File: src/rtl/rtc_pkg.sv
package rtc_pkg;
  localparam int REG_AW  = 3;
  localparam int BYTE_W  = 8;
  localparam int SEC_W   = 6;
  localparam int HOUR_W  = 5;
  localparam int WDAY_W  = 3;
  localparam int DATE_W  = 5;
  localparam int MON_W   = 4;
  localparam int YEAR_W  = 7;
  localparam int VAL_W   = YEAR_W;

  localparam logic [REG_AW-1:0] A_SEC  = 3'd0;
  localparam logic [REG_AW-1:0] A_MIN  = 3'd1;
  localparam logic [REG_AW-1:0] A_HOUR = 3'd2;
  localparam logic [REG_AW-1:0] A_WDAY = 3'd3;
  localparam logic [REG_AW-1:0] A_DATE = 3'd4;
  localparam logic [REG_AW-1:0] A_MON  = 3'd5;
  localparam logic [REG_AW-1:0] A_YEAR = 3'd6;

  localparam logic [BYTE_W-1:0] UNMAPPED_RD = 8'hFF;

  typedef struct packed {
    logic [SEC_W-1:0]  sec;
    logic [SEC_W-1:0]  min;
    logic [HOUR_W-1:0] hour;
    logic [WDAY_W-1:0] wday;
    logic [DATE_W-1:0] date;
    logic [MON_W-1:0]  mon;
    logic [YEAR_W-1:0] year;
  } rtc_time_t;

  function automatic logic [BYTE_W-1:0] bcd2bin(input logic [BYTE_W-1:0] b);
    return (BYTE_W'(b[7:4]) * 8'd10) + BYTE_W'(b[3:0]);
  endfunction

  function automatic logic nibbles_ok(input logic [BYTE_W-1:0] b);
    return (b[3:0] <= 4'd9) && (b[7:4] <= 4'd9);
  endfunction

  function automatic logic [BYTE_W-1:0] bin2bcd(input logic [VAL_W-1:0] v);
    logic [VAL_W-1:0] tens;
    logic [VAL_W-1:0] ones;
    tens = v / 7'd10;
    ones = v % 7'd10;
    return {tens[3:0], ones[3:0]};
  endfunction

  function automatic logic [DATE_W-1:0] month_days(input logic [MON_W-1:0] m,
                                                   input logic [YEAR_W-1:0] y);
    case (m)
      4'd2:                 return (y[1:0] == 2'b00) ? 5'd29 : 5'd28;
      4'd4, 4'd6, 4'd9, 4'd11: return 5'd30;
      default:              return 5'd31;
    endcase
  endfunction
endpackage

File: src/rtl/rtc_wr_check.sv
module rtc_wr_check
  import rtc_pkg::*;
(
  input  logic              wr_en,
  input  logic [REG_AW-1:0] addr,
  input  logic [BYTE_W-1:0] wdata,
  output logic              ld_ok,
  output logic [REG_AW-1:0] ld_sel,
  output logic [VAL_W-1:0]  ld_val,
  output logic              ld_flag
);
  logic              mapped;
  logic [BYTE_W-1:0] field;
  logic [BYTE_W-1:0] bin;
  logic [BYTE_W-1:0] lo_lim;
  logic [BYTE_W-1:0] hi_lim;

  always_comb begin
    mapped  = 1'b1;
    field   = '0;
    lo_lim  = 8'd0;
    hi_lim  = 8'd0;
    ld_flag = 1'b0;
    case (addr)
      A_SEC: begin
        field   = {1'b0, wdata[6:0]};
        hi_lim  = 8'd59;
        ld_flag = wdata[7];
      end
      A_MIN: begin
        field  = {1'b0, wdata[6:0]};
        hi_lim = 8'd59;
      end
      A_HOUR: begin
        field  = {2'b00, wdata[5:0]};
        hi_lim = 8'd23;
      end
      A_WDAY: begin
        field   = {5'b0, wdata[2:0]};
        hi_lim  = 8'd6;
        ld_flag = wdata[6];
      end
      A_DATE: begin
        field  = {2'b00, wdata[5:0]};
        lo_lim = 8'd1;
        hi_lim = 8'd31;
      end
      A_MON: begin
        field  = {3'b000, wdata[4:0]};
        lo_lim = 8'd1;
        hi_lim = 8'd12;
      end
      A_YEAR: begin
        field  = wdata;
        hi_lim = 8'd99;
      end
      default: mapped = 1'b0;
    endcase
    bin    = bcd2bin(field);
    ld_ok  = wr_en && mapped && nibbles_ok(field) &&
             (bin >= lo_lim) && (bin <= hi_lim);
    ld_sel = addr;
    ld_val = bin[VAL_W-1:0];
  end
endmodule

File: src/rtl/rtc_advance.sv
module rtc_advance
  import rtc_pkg::*;
(
  input  rtc_time_t cur,
  output rtc_time_t nxt
);
  logic [DATE_W-1:0] last_day;

  always_comb begin
    last_day = month_days(cur.mon, cur.year);
    nxt      = cur;
    if (cur.sec != 6'd59) begin
      nxt.sec = cur.sec + 6'd1;
    end else begin
      nxt.sec = '0;
      if (cur.min != 6'd59) begin
        nxt.min = cur.min + 6'd1;
      end else begin
        nxt.min = '0;
        if (cur.hour != 5'd23) begin
          nxt.hour = cur.hour + 5'd1;
        end else begin
          nxt.hour = '0;
          nxt.wday = (cur.wday == 3'd6) ? 3'd0 : cur.wday + 3'd1;
          if (cur.date < last_day) begin
            nxt.date = cur.date + 5'd1;
          end else begin
            nxt.date = 5'd1;
            if (cur.mon != 4'd12) begin
              nxt.mon = cur.mon + 4'd1;
            end else begin
              nxt.mon  = 4'd1;
              nxt.year = (cur.year == 7'd99) ? 7'd0 : cur.year + 7'd1;
            end
          end
        end
      end
    end
  end
endmodule

File: src/rtl/rtc_time_counter.sv
module rtc_time_counter
  import rtc_pkg::*;
(
  input  logic              clk,
  input  logic              rst_n,
  input  logic              tick,
  input  logic              ld_ok,
  input  logic [REG_AW-1:0] ld_sel,
  input  logic [VAL_W-1:0]  ld_val,
  input  logic              ld_flag,
  output rtc_time_t         time_q,
  output logic              stop_q,
  output logic              cent_q
);
  rtc_time_t time_d;
  rtc_time_t time_inc;
  logic      stop_d;
  logic      cent_d;
  logic      upd_en;

  rtc_advance u_adv (
    .cur (time_q),
    .nxt (time_inc)
  );

  assign upd_en = ld_ok | (tick & ~stop_q);

  always_comb begin
    time_d = time_q;
    stop_d = stop_q;
    cent_d = cent_q;
    if (ld_ok) begin
      case (ld_sel)
        A_SEC: begin
          time_d.sec = ld_val[SEC_W-1:0];
          stop_d     = ld_flag;
        end
        A_MIN:  time_d.min  = ld_val[SEC_W-1:0];
        A_HOUR: time_d.hour = ld_val[HOUR_W-1:0];
        A_WDAY: begin
          time_d.wday = ld_val[WDAY_W-1:0];
          cent_d      = ld_flag;
        end
        A_DATE: time_d.date = ld_val[DATE_W-1:0];
        A_MON:  time_d.mon  = ld_val[MON_W-1:0];
        A_YEAR: time_d.year = ld_val[YEAR_W-1:0];
        default: ;
      endcase
    end else if (tick && !stop_q) begin
      time_d = time_inc;
    end
  end

  always_ff @(posedge clk or negedge rst_n) begin
    if (!rst_n) begin
      time_q <= '{sec: '0, min: '0, hour: '0, wday: '0,
                  date: 5'd1, mon: 4'd1, year: '0};
      stop_q <= 1'b0;
      cent_q <= 1'b0;
    end else if (upd_en) begin
      time_q <= time_d;
      stop_q <= stop_d;
      cent_q <= cent_d;
    end
  end
endmodule

File: src/rtl/rtc_rd_format.sv
module rtc_rd_format
  import rtc_pkg::*;
(
  input  logic [REG_AW-1:0] addr,
  input  rtc_time_t         t,
  input  logic              stop,
  input  logic              cent,
  output logic [BYTE_W-1:0] rdata
);
  logic [BYTE_W-1:0] sec_bcd;

  always_comb begin
    sec_bcd = bin2bcd(VAL_W'(t.sec));
    case (addr)
      A_SEC:   rdata = {stop, sec_bcd[6:0]};
      A_MIN:   rdata = bin2bcd(VAL_W'(t.min));
      A_HOUR:  rdata = bin2bcd(VAL_W'(t.hour));
      A_WDAY:  rdata = {1'b0, cent, 3'b000, t.wday};
      A_DATE:  rdata = bin2bcd(VAL_W'(t.date));
      A_MON:   rdata = bin2bcd(VAL_W'(t.mon));
      A_YEAR:  rdata = bin2bcd(t.year);
      default: rdata = UNMAPPED_RD;
    endcase
  end
endmodule

File: src/rtl/bcd_rtc_regs.sv
module bcd_rtc_regs
  import rtc_pkg::*;
(
  input  logic              clk,
  input  logic              rst_n,
  input  logic              tick_1hz,
  input  logic [REG_AW-1:0] bus_addr,
  input  logic              bus_we,
  input  logic [BYTE_W-1:0] bus_wdata,
  output logic [BYTE_W-1:0] bus_rdata
);
  localparam int RST_STAGES = 2;

  logic [RST_STAGES-1:0] rst_pipe;
  logic                  rst_core_n;
  logic                  ld_ok;
  logic [REG_AW-1:0]     ld_sel;
  logic [VAL_W-1:0]      ld_val;
  logic                  ld_flag;
  rtc_time_t             time_q;
  logic                  stop_q;
  logic                  cent_q;

  always_ff @(posedge clk or negedge rst_n) begin
    if (!rst_n) rst_pipe <= '0;
    else        rst_pipe <= {rst_pipe[RST_STAGES-2:0], 1'b1};
  end
  assign rst_core_n = rst_pipe[RST_STAGES-1];

  rtc_wr_check u_wr (
    .wr_en   (bus_we),
    .addr    (bus_addr),
    .wdata   (bus_wdata),
    .ld_ok   (ld_ok),
    .ld_sel  (ld_sel),
    .ld_val  (ld_val),
    .ld_flag (ld_flag)
  );

  rtc_time_counter u_cnt (
    .clk     (clk),
    .rst_n   (rst_core_n),
    .tick    (tick_1hz),
    .ld_ok   (ld_ok),
    .ld_sel  (ld_sel),
    .ld_val  (ld_val),
    .ld_flag (ld_flag),
    .time_q  (time_q),
    .stop_q  (stop_q),
    .cent_q  (cent_q)
  );

  rtc_rd_format u_rd (
    .addr  (bus_addr),
    .t     (time_q),
    .stop  (stop_q),
    .cent  (cent_q),
    .rdata (bus_rdata)
  );
endmodule

File: config.mk
export PLATFORM = sky130hd
export DESIGN_NAME = bcd_rtc_regs
export DESIGN_NICKNAME = d
export VERILOG_FILES = /design/src/rtl/rtc_pkg.sv /design/src/rtl/rtc_wr_check.sv /design/src/rtl/rtc_advance.sv /design/src/rtl/rtc_time_counter.sv /design/src/rtl/rtc_rd_format.sv /design/src/rtl/bcd_rtc_regs.sv
export SDC_FILE = /design/constraint.sdc
export NUM_CORES = 1
export LEC_CHECK = 0
export ABC_AREA = 1
export BUFFER_PORTS_ARGS = -buffer_cell sky130_fd_sc_hd__clkbuf_2
export CORE_ASPECT_RATIO = 1.25
export CORE_MARGIN = 2
export CORE_UTILIZATION = 35
export CTS_CLUSTER_DIAMETER = 30
export CTS_CLUSTER_SIZE = 10
export DETAILED_ROUTE_END_ITERATION = 6
export GPL_TIMING_DRIVEN = 0
export PLACE_DENSITY = 0.62
export SYNTH_ARGS = -nofsm -noshare
export SYNTH_HDL_FRONTEND = slang
export SYNTH_HIERARCHICAL = 1
export SYNTH_SLANG_ARGS = --single-unit
File: constraint.sdc
create_clock -name clk -period 2.85 [get_ports clk]
set_input_delay 0.1425 -clock clk [delete_from_list [all_inputs] [get_ports clk]]
set_output_delay 0.1425 -clock clk [all_outputs]
set_load 0.1 [all_outputs]
Yosys cells after proc, flatten, opt, wreduce, memory -nomap -nowiden

Index checks and enable logic that the tools add are counted.
W data, S select, Z words.

Bitwise logic cells: 3
Multiply operators: 1
Mux-type cells: 29
Add/sub/neg operators: 8
Magnitude comparators: 5
Eq/ne operators: 29
Divide/modulo/power cells: 12
Reduce and logical (&&, ||, !) cells: 24

Operators by type and width:

| kind                  | number |
|---|---|
| $mux W36              | 2 |
| $pmux W8 S7           | 1 |
| $pmux W7 S6           | 1 |
| $pmux W8 S5           | 1 |
| $mux W30              | 1 |
| $mux W24              | 1 |
| $mux W6               | 4 |
| $mux W7               | 3 |
| $mux W5               | 4 |
| $mux W19              | 1 |
| $div A5 B4 Y7 const B | 2 |
| $div A6 B4 Y7 const B | 2 |
| $mod A5 B4 Y7 const B | 2 |
| $mod A6 B4 Y7 const B | 2 |
| $ne A2 B2 Y1 const B  | 7 |
| $add A6 B1 Y6 const B | 2 |
| $eq A3 B3 Y1 const B  | 4 |
| $ne A6 B6 Y1 const B  | 2 |
| $reduce_and A6 Y1     | 2 |
| $mux W11              | 1 |
| $add A5 B1 Y5 const B | 2 |
| $ne A2 B1 Y1 const B  | 5 |
| $reduce_and A3 Y1     | 3 |
| $add A8 B4 Y8         | 1 |
| other kinds (39)      | 55 |

Register bits after elaboration: 40
Logic and storage cells: 121
Output and inout bits: 8
Bits of input ports: 15

Logic depth before layout (Yosys ltp)

Depth in word-level cells: 10
Gate-level depth with buffers: 30
Gate-level depth less buffers: 27

Modules after synthesis

The synthesis kept the hierarchy.

Modules (own cells, without submodules):

| module           | sequential area each (um^2) | instances | cells an instance | area each (um^2) |
|---|---|---|---|---|
| rtc_time_counter | 953.4                       | 1         | 265               | 1971.9 |
| rtc_rd_format    | 0.0                         | 1         | 222               | 1147.4 |
| rtc_advance      | 0.0                         | 1         | 194               | 1044.8 |
| rtc_wr_check     | 0.0                         | 1         | 127               | 737.0 |
| bcd_rtc_regs     | 50.0                        | 1         | 3                 | 53.8 |

Least setup slack after synthesis

No wires, ideal clock.

Kind: input to register
Start point: input bus_addr[1]
End point: register u_cnt/time_q[17] (netlist name)
Arrival time: 3.257 ns
Setup slack: -0.524 ns
Stages on the path: 26
Library setup time: 0.117 ns
Required time: 2.733 ns
Buffers on the path: 3
Cell sequence: buf_6 nand2_2 nand3_1 inv_1 ha_1 ha_1 fa_1 xor2_1 inv_1 ha_1 nand2_1 nor2_1 nand2_1 nand3_1 nand2_1 nand2_1 nand2_1 nand3_1 nor2_1 buf_4 inv_2 buf_6 nor2_8 nand2_2 nand3_1 nand2_1

Word-level cells in the longest chain between the ends: 10

RTL lines:

| element                                        | RTL line           | text |
|---|---|---|
| start: declaration                             | bcd_rtc_regs.sv:7  | `input logic [REG_AW-1:0] bus_addr,` |
| $eq A3 B2 Y1 (tied with other cells)           | rtc_wr_check.sv:24 | `case (addr)` |
| $reduce_or A2 Y1 (no line)                     | --                 |  |
| $pmux W8 S5 *                                  | rtc_wr_check.sv:24 |  |
| $mul A4 B3 Y7                                  | rtc_pkg.sv:33      | `return (BYTE_W'(b[7:4]) * 8'd10) + BYTE_W'(b[3:0]);` |
| $add A8 B4 Y8 *                                | rtc_pkg.sv:33      |  |
| named net ld_val[5]                            | bcd_rtc_regs.sv:18 | `logic [VAL_W-1:0] ld_val;` |
| $ge A8 B1 Y1                                   | rtc_wr_check.sv:61 | `(bin >= lo_lim) && (bin <= hi_lim);` |
| $logic_and A1 B1 Y1                            | rtc_wr_check.sv:60 | `ld_ok = wr_en && mapped && nibbles_ok(field) &&` |
| $logic_and A1 B1 Y1 *                          | rtc_wr_check.sv:61 |  |
| named net ld_ok                                | bcd_rtc_regs.sv:16 | `logic ld_ok;` |
| $ne A2 B2 Y1 (no line) (tied with other cells) | --                 |  |
| $reduce_and A6 Y1 (no line)                    | --                 |  |

The timed path passes the listed nets; every way through them passes the cells marked *. The select of a mux whose other input is x is not followed.
A chain may end at the register's enable or synchronous reset.

Worst setup path after layout

Start point: register u_cnt/time_q[4] (netlist name)
End point: output bus_rdata[2]

Word-level cells in the longest chain between the ends: 2

RTL lines:

| element          | RTL line            | text |
|---|---|---|
| $mod A7 B4 Y7    | rtc_pkg.sv:44       | `ones = v % 7'd10;` |
| $pmux W8 S7      | rtc_rd_format.sv:14 | `case (addr)` |
| end: declaration | bcd_rtc_regs.sv:10  | `output logic [BYTE_W-1:0] bus_rdata` |

Every way passes these cells.

==> flow_metrics.env <==
export IMPL_syn_area_mm2=0.00495
export IMPL_max_clock_freq_ghz=0.296
export IMPL_cts_buffers=5
export IMPL_die_w_um=110
export IMPL_rsz0062_at_grt="true"
export IMPL_dpl_hpwl_um=11200
export IMPL_r2r_slack_ns=0.09
export IMPL_row_count=48
export IMPL_yosysTopAreaCell="nand2_1"
export IMPL_critical_path_class="flip-flop to output port"
export IMPL_cap_violations=0
export IMPL_hold_path_class="input pin to async pin"
export IMPL_skew_ns=0.00763
export IMPL_grtUsageTotal_pct=20.8
export IMPL_vias=5641
export IMPL_initial_core_util_pct=35.9
export IMPL_grt_pass1_vias=5142
export IMPL_synth_top_cell_area_share_pct=24.0
export IMPL_layout_min_cycle_time_ns=3.38
export IMPL_cp_arrival_ns=3.24
export IMPL_ir_drop_uv=945
export IMPL_slew_limit_headroom_pct=49.2
export IMPL_setup_ws_ns=-0.532
export IMPL_clock_sinks=40
export IMPL_insertion_delay_ns=0.29
export IMPL_placed_cells=1009
export IMPL_finalMaxSlewViolations=0
export IMPL_synth_edf_count=0
export IMPL_instances_no_fill=1072
export IMPL_cts_tree="built"
export IMPL_layout_commonest_cell="nand2_1"
export IMPL_post_drt_wl_per_cell_um=15.4
export IMPL_final_cell_mix="nand2_1, inv_1, nand3_1, nand2_2, nor2_1"
export IMPL_post_route_period_util_pct=119
export IMPL_failed_checks="setup timing"
export IMPL_end_kind="output port"
export IMPL_cp_start_kind="flip-flop"
export IMPL_placed_cell_area_mm2=0.00549
export IMPL_multi_input_area_mm2=0.00413
export IMPL_syn_avg_cell_area_um2=6.11
export IMPL_ys_warn_count=6
export IMPL_drive_gt1_share_pct=32.4
export IMPL_p_per_area_mw_per_mm2=812
export IMPL_cp_max_fo=5
export IMPL_power_mw=5.66
export IMPL_seq_area_frac_synth_pct=20.3
export IMPL_area_growth_pct=40.5
export IMPL_grt_pass1_wl_um=25500
export IMPL_fin_nets=942
export IMPL_overflow=0
export IMPL_tightest_slew_ns=0.760
export IMPL_cts_root_buf="clkbuf_16"
export IMPL_seq_area_mm2=0.00102
export IMPL_h_tree_depth=2
export IMPL_first_pass_iters=5
export IMPL_io_pins=23
export IMPL_die_area_mm2=0.0151
export IMPL_synth_seq_cells=40
export IMPL_portBuffers=22
export IMPL_grt_start_max_net_pins=23
export IMPL_core_area_mm2=0.0138
export IMPL_antenna_found_initial=0
export IMPL_async_reset_ff_share_pct=100
export IMPL_clkTransAtPathRegs_ns=0.06
export IMPL_hold_worst_slack_ns=0.175
export IMPL_hold_viol_final=0
export IMPL_outcome="complete, but fails checks"
export IMPL_syn_nets=857
export IMPL_synth_distinct_cells=45
export IMPL_initialDrtViolationCount=389
export IMPL_wl_um=16600
export IMPL_layout_cell_area_non_filler_mm2=0.00696
export IMPL_drc=0
export IMPL_synth_area_leaders="nand2_1, dfrtp_1, ha_1"
export IMPL_num_fill_cells=1313
export IMPL_required_ns=2.71
export IMPL_antenna_cells=0
export IMPL_fin_tns_setup_ns=-18.19
export IMPL_die_h_um=137
export IMPL_antenna_left=0
export IMPL_leakage_nw=3.64
export IMPL_viasPerCell=5.26
export IMPL_clockBufferDepth=2
export IMPL_gp_congestion=0.879
export IMPL_netlist_instances=811
export IMPL_synth_ff_type="dfrtp_1"
export IMPL_setup_viol=41
-- cells by family after synthesis --
logic type      Yosys count  synth area share, %
buf+inv                 124                 11.2
simple gates            523                 48.8
mux                       1                0.202
compound gates           79                 9.24
fa+ha+maj                31                 8.13
xor+xnor                 12                 2.12
flops                    40                 20.3
other cells               1               0.0757
-- synth_stat cells, types with 2 or more instances --
cell      instances
nand2_1         317
buf_6             6
ha_1             29
o211ai_1          2
nand2_4           8
nand3_1          72
a31oi_1           5
a21oi_2           3
nor3_1            5
dfstp_2           2
nand4_1          24
fa_1              2
buf_4             8
o21a_1            2
nand2_2          14
o21ai_1           6
nor3b_1           2
nand4_2           2
nor2_4            6
a21oi_1          21
a22oi_1           2
o21ai_2           3
nand3_2          10
buf_2             4
nor2_2            8
xor2_1           11
nand3b_1          3
o21ai_0          31
nor2_1           48
dfrtp_1          38
inv_1            96
inv_2             8
-- final timing paths --
path,startpoint,to,cells after the start
max,u_cnt/time_q[4],bus_rdata[2],24
min,rst_n,rst_pipe[0],2
max reg2reg,u_cnt/time_q[7],u_cnt/time_q[7],16
min reg2reg,rst_pipe[1],u_cnt/time_q[29],0
max in group asynchronous,rst_pipe[1],u_cnt/time_q[11],1
min in group clk,rst_pipe[0],rst_pipe[1],0
-- critical path: stages, from the launching register on --
cell and delay, ns:
dfrtp_2 0.41, nand4_1 0.13, nand2_2 0.09, nor2_4 0.22, nand4_1 0.21, nand3_2 0.13, nand2_2 0.06, nand2_2 0.08
nand2_2 0.06, nand2_2 0.07, inv_2 0.05, ha_4 0.16, nand3_2 0.07, nand2_2 0.06, nand3_2 0.09, nand2_2 0.08
nand2_2 0.10, nand2_4 0.07, ha_4 0.16, inv_2 0.07, nand2_4 0.07, nand4_1 0.14, nand3_4 0.11, nand2_8 0.07
clkbuf_16 0.20
-- state kept, by name, summed over array words and instances, names as in the netlist --
signal,flops
u_cnt/time_q,36
u_cnt/cent_q,1
u_cnt/stop_q,1
rst_pipe,2
-- metal layers --
| metal | vias up | global-route usage, % | wire, um |
|---|---|---|---|
| met5 | - | 0 | 0 |
| met4 | 0 | 9.58 | 779 |
| met3 | 48 | 2.52 | 881 |
| met2 | 212 | 38.2 | 8440 |
| met1 | 2609 | 24.1 | 6460 |
| li1 | 2772 | - | - |
-- power by group --
part	internal (mW)	switching, mW
Combinational	1.55	2.29
Sequential	0.831	0.427
Clock	0.324	0.231
Total	2.71	2.95
-- timing repair --
item | 4_1_cts | 5_1_grt
setup buffers | 35 | 13
gates resized for setup | 124 | 75
pin swaps | 33 | 42
hold endpoints to repair | 2 | 0
setup endpoints to repair | 43 | 43
hold buffers | 1 | 0
cloned | 4 | 3
-- final cells by class --
type	count	share of cell area, %
Buffer	19	3.34
Clock buffer	7	1.90
Clock inverter	1	0.0719
Inverter	104	5.79
Multi-Input combinational cell	649	59.4
Sequential cell	40	14.6
Tap cell	175	3.14
Timing Repair Buffer	77	11.8
-- stage by stage --
stage,worst slack (ns),util (%)
5_1_grt,-0.680,50.4
4_1_cts,-0.479,47.2
3_3_place_gp,-1.21,39.6
3_5_place_dp,-1.20,39.8
2_1_floorplan,-0.430,-
6_report,-0.532,50.4
No activity file was read; power rests on OpenSTA's default activity.
